**src/rtl/sdi_serializer.sv**
```systemverilog
module sdi_serializer #(
  parameter int SCR_TAP_A = 4,
  parameter int SCR_TAP_B = 9
) (
  input  logic       clk,
  input  logic       rst_n,
  input  logic       ser_en,
  input  logic [9:0] word_in,
  input  logic       word_stb,
  input  logic       byp,
  input  logic       sync_dis,
  input  logic       scr_clr,
  output logic       ser_out,
  output logic       frame_start
);
  localparam int         W    = 10;
  localparam int         SW   = $clog2(W);
  localparam logic [SW-1:0] LAST = SW'(W - 1);

  logic [SW-1:0]        slot;
  logic [W-1:0]         sh;
  logic [SCR_TAP_B-1:0] scr;
  logic                 lvl;
  logic [W-1:0]         folded;

  wire first   = word_stb || (slot == LAST);
  wire lo_code = (word_in[W-1:2] == '0);
  wire hi_code = (&word_in[W-1:2]);

  always_comb begin
    folded = word_in;
    if (!sync_dis && lo_code) folded = '0;
    else if (!sync_dis && hi_code) folded = '1;
  end

  wire nrz     = first ? folded[0] : sh[0];
  wire scr_bit = nrz ^ scr[SCR_TAP_A-1] ^ scr[SCR_TAP_B-1];

  always_ff @(posedge clk or negedge rst_n) begin
    if (!rst_n) begin
      slot        <= LAST;
      sh          <= '0;
      scr         <= '0;
      lvl         <= 1'b0;
      ser_out     <= 1'b0;
      frame_start <= 1'b0;
    end else begin
      frame_start <= ser_en && first;
      if (ser_en) begin
        slot <= first ? '0 : slot + 1'b1;
        sh   <= first ? {1'b0, folded[W-1:1]} : {1'b0, sh[W-1:1]};
        if (byp) begin
          ser_out <= nrz;
        end else begin
          ser_out <= lvl ^ scr_bit;
          lvl     <= lvl ^ scr_bit;
        end
      end
      if (scr_clr) scr <= '0;
      else if (ser_en && !byp) scr <= {scr[SCR_TAP_B-2:0], scr_bit};
    end
  end

  p_slot_range_r2: assert property (@(posedge clk) disable iff (!rst_n)
    slot <= LAST);

  p_frame_after_en_r3: assert property (@(posedge clk) disable iff (!rst_n)
    frame_start |-> $past(ser_en));

  p_hold_r11: assert property (@(posedge clk) disable iff (!rst_n)
    !ser_en |=> ($stable(ser_out) && !frame_start));

  p_fold_low_r4: assert property (@(posedge clk) disable iff (!rst_n)
    (ser_en && first && byp && !sync_dis && lo_code) |=> !ser_out);

  p_fold_high_r5: assert property (@(posedge clk) disable iff (!rst_n)
    (ser_en && first && byp && !sync_dis && hi_code) |=> ser_out);

  p_bypass_keeps_scr_r8: assert property (@(posedge clk) disable iff (!rst_n)
    (byp && !scr_clr) |=> $stable(scr));

  p_clear_r9: assert property (@(posedge clk) disable iff (!rst_n)
    scr_clr |=> (scr == '0));
endmodule

```
**config.mk**
```make
export PLATFORM = sky130hd
export DESIGN_NAME = sdi_serializer
export DESIGN_NICKNAME = d
export VERILOG_FILES = /design/src/rtl/sdi_serializer.sv
export SDC_FILE = /design/constraint.sdc
export NUM_CORES = 1
export LEC_CHECK = 0
export CAP_MARGIN = 40
export CORE_AREA = 2 2 58 60
export DETAILED_ROUTE_END_ITERATION = 10
export DIE_AREA = 0 0 60 62
export PLACE_DENSITY = 0.68
export SLEW_MARGIN = 40
export SYNTH_ARGS = -nofsm -noshare
export SYNTH_HDL_FRONTEND = slang
export SYNTH_SLANG_ARGS = --single-unit
```
**constraint.sdc**
```tcl
create_clock -name clk -period 1.8 [get_ports clk]
set_input_delay 0.36 -clock clk [delete_from_list [all_inputs] [get_ports clk]]
set_output_delay 0.36 -clock clk [all_outputs]
set_load 0.05 [all_outputs]
```
==> reports/results.tsv <==
metric	value	unit
status	finished clean	
ys_seq_elements	25	
clock-sinks	25	
cp_cell_sequence	ha_1, and3b_2, or2_1, nor2_1, or3_1, a31oi_1	
r2r_end	ser_out$_DFFE_PN0P_	
nNetsFinal	193	
critPathLaunchType	flop	
htreeDepth	1	
power_leakage	0.6680	nW
cts-root-buf	clkbuf_4	
arrival	1990	ps
reg2reg_slack	70	ps
endpoint_kind	flop	
ir_drop	394.5	µV
slowest_delay	580	ps
io_pins	19	
final_area	1638	µm²
pwr-share-clk	21.8	%
postSynthCellCount	146	
crit_buf_inv	0	
rr_startpoint	slot[0]$_DFFE_PN1P_	
switchingPower	0.0003454	W
post-route-util	51.52	%
cts_tree	done	
swShare	29.29	%
initial_core_util	41.36	%
diodes	0	
area_delta_synth_final	24.55	%
initialDrtViolationCount	31	
worst_slew_pin_slew	321.5	ps
grt_max_degree	29	
p_int	0.0008338	W
cts.clk_slew.worst_paths	140	ps
routedWlPerCell	12.03	µm
overflow	0	
dp_hpwl	1.892	mm
row_count	21	
io_buffers	18	
mappedNetlistArea	1315	µm²
hold_path.class	in2async	
drtPass1Iterations	4	
grt_pass1_wl	4.450	mm
nFillCells	278	
place_congestion	0.7786	
core	3179	µm²
yosysTopAreaCellShare	43.77	%
final_common_cell	nand2_1	
syn_nets	165	
die_y	62	µm
clkLatencyLatePin	320	ps
finalHoldViolCount	0	
synth_area_leaders	dfrtp_1, nand2_1, nor2_1, a21oi_1, dfstp_2	
rsz0062_at_grt	no	
routed_via_density	4.977	
p_seq_share	55.3	%
rr_worst_depth	6	
clock_skew	4.313	ps
maxCapViolations	0	
hold_buffers	0	
critPathSlowestCell	dfstp_2	
synth_warnings	0	
maxSlewViolCount	0	
design.die.area	3720	µm²
multiInputGateArea	638.1	µm²
finalWirelength	2.634	mm
finalSetupTns	0	ps
synth.distinct_cells	43	
grt_pass1_vias	1036	
yosysSeqAreaShare	47.76	%
max_clock_freq	577.2	MHz
pwr-share-comb	22.9	%
required	2060	ps
seq_area	628.1	µm²
slew_headroom	78.57	%
crit_fanout	4	
ant_nets	0	
layout_common_cells	nand2_1, dfrtp_1, nor2_1, clkdlybuf4s50_1, buf_4	
drc	0	
setup_viol	0	
cp_top_family	simple AND/OR/NAND/NOR gates	
crit_type	reg2reg	
avgSynthCellArea	9.007	µm²
placed_area	1589	µm²
antenna_found_initial	0	
fin_crit	1732	ps
cts_buffer_depth	2	
vias	1090	
power_density	720.0	nW/µm²
fin_crit_sh	96.25	%
fp.dieW	60	µm
netlist.top_cell.by_area	dfrtp_1	
drive_gt1_share	17.92	%
grt_use_total	16.11	%
numCtsBuffers	3	
## per-stage QoR
| stage | setup slack (ps) | power (W) | hold slack, ps | cells |
|---|---|---|---|---|
| floorplan | 144.3 | 0.0008171 | 64.41 | 146 |
| global placement | -173.6 | 0.0009209 | 469.3 | 214 |
| detailed placement | -253.4 | 0.0009274 | 474.1 | 214 |
| CTS | 36.48 | 0.001190 | 387.4 | 218 |
| global route | 2.245 | 0.001255 | 382.4 | 219 |
| finish | 67.58 | 0.001179 | 388.2 | 219 |
## worst max-delay path by stage
stage	from	end	slack [ps]	cells past startpoint
3_5_place_dp	word_in[6]	scr[0]$_DFFE_PN0P_	-250	6
2_1_floorplan	slot[0]$_DFFE_PN1P_	ser_out$_DFFE_PN0P_	140	7
6_report	slot[0]$_DFFE_PN1P_	ser_out$_DFFE_PN0P_	70	6
4_1_cts	slot[0]$_DFFE_PN1P_	ser_out$_DFFE_PN0P_	40	6
5_1_grt	slot[0]$_DFFE_PN1P_	ser_out$_DFFE_PN0P_	2	6
3_3_place_gp	word_in[3]	scr[0]$_DFFE_PN0P_	-170	6
## worst reg2reg max path, cell delays in order (launching register included)
cell	delay, ps
dfstp_2	580
ha_1	140
and3b_2	240
or2_1	150
nor2_1	80
or3_1	310
a31oi_1	160
## power groups by stage
stage	logic (W)	registers [W]	clock network, W
floorplan	0.000136	0.000681	0
global placement	0.000258	0.000663	0
detailed placement	0.000263	0.000665	0
CTS	0.000264	0.000654	0.000272
global route	0.000301	0.000659	0.000294
finish	0.000270	0.000653	0.000257
## synthesized netlist by cell type (all sizes together)
cell	n
ha	2
dfstp	2
buf	4
a211oi	3
inv	2
xnor2	3
and2	1
nor4	2
or3	1
and3b	1
a21bo	1
dfrtp	23
o21bai	2
o21ai	6
clkbuf	4
nand2b	1
xor2	1
nor2	17
mux2i	1
nor2b	1
nand4b	1
a31oi	7
a21o	1
a21boi	1
o31ai	1
a21oi	11
a221o	1
nor3	2
nand4	1
o211ai	1
nand3	2
dlymetal6s2s	1
nand2	35
or2	1
o22ai	1
o311a	1
## cell type report
type / count / area share (%)
clock buffers: 4 / 1.604
inverters: 2 / 0.4584
multi-input cells: 110 / 38.96
flip-flops and latches: 25 / 38.35
well taps: 46 / 3.514
repair buffers: 32 / 17.11
## kinds of logic after synthesis
group	after synthesis	synth area share [%]
and+or+nand+nor	66	22.65
buffers and inverters	11	4.852
adders and majority gates	2	1.903
muxes	1	0.7612
xor gates and xnor gates	4	3.236
AOI/OAI and AO/OA	37	18.84
DFF	25	47.76
## layer usage
layer  GRT usage, %  up-vias  routed length [µm]
met1          19.56      522                1184
met2          28.11       15                1410
li1               -      553                   -
met4          7.619        0                   0
met5              0        -                   0
met3          2.484        0                  39
## registers in the layout, indices dropped and copies added, names as in the netlist
signal and cells:
scr 9, sh 9, slot 4, frame_start 1
lvl 1, ser_out 1
## repair_timing
action,CTS,global route
setup endpoints to repair,0,2
resized for setup,0,4
buffers inserted,0,1
No activity file was read; power rests on OpenSTA's default activity.
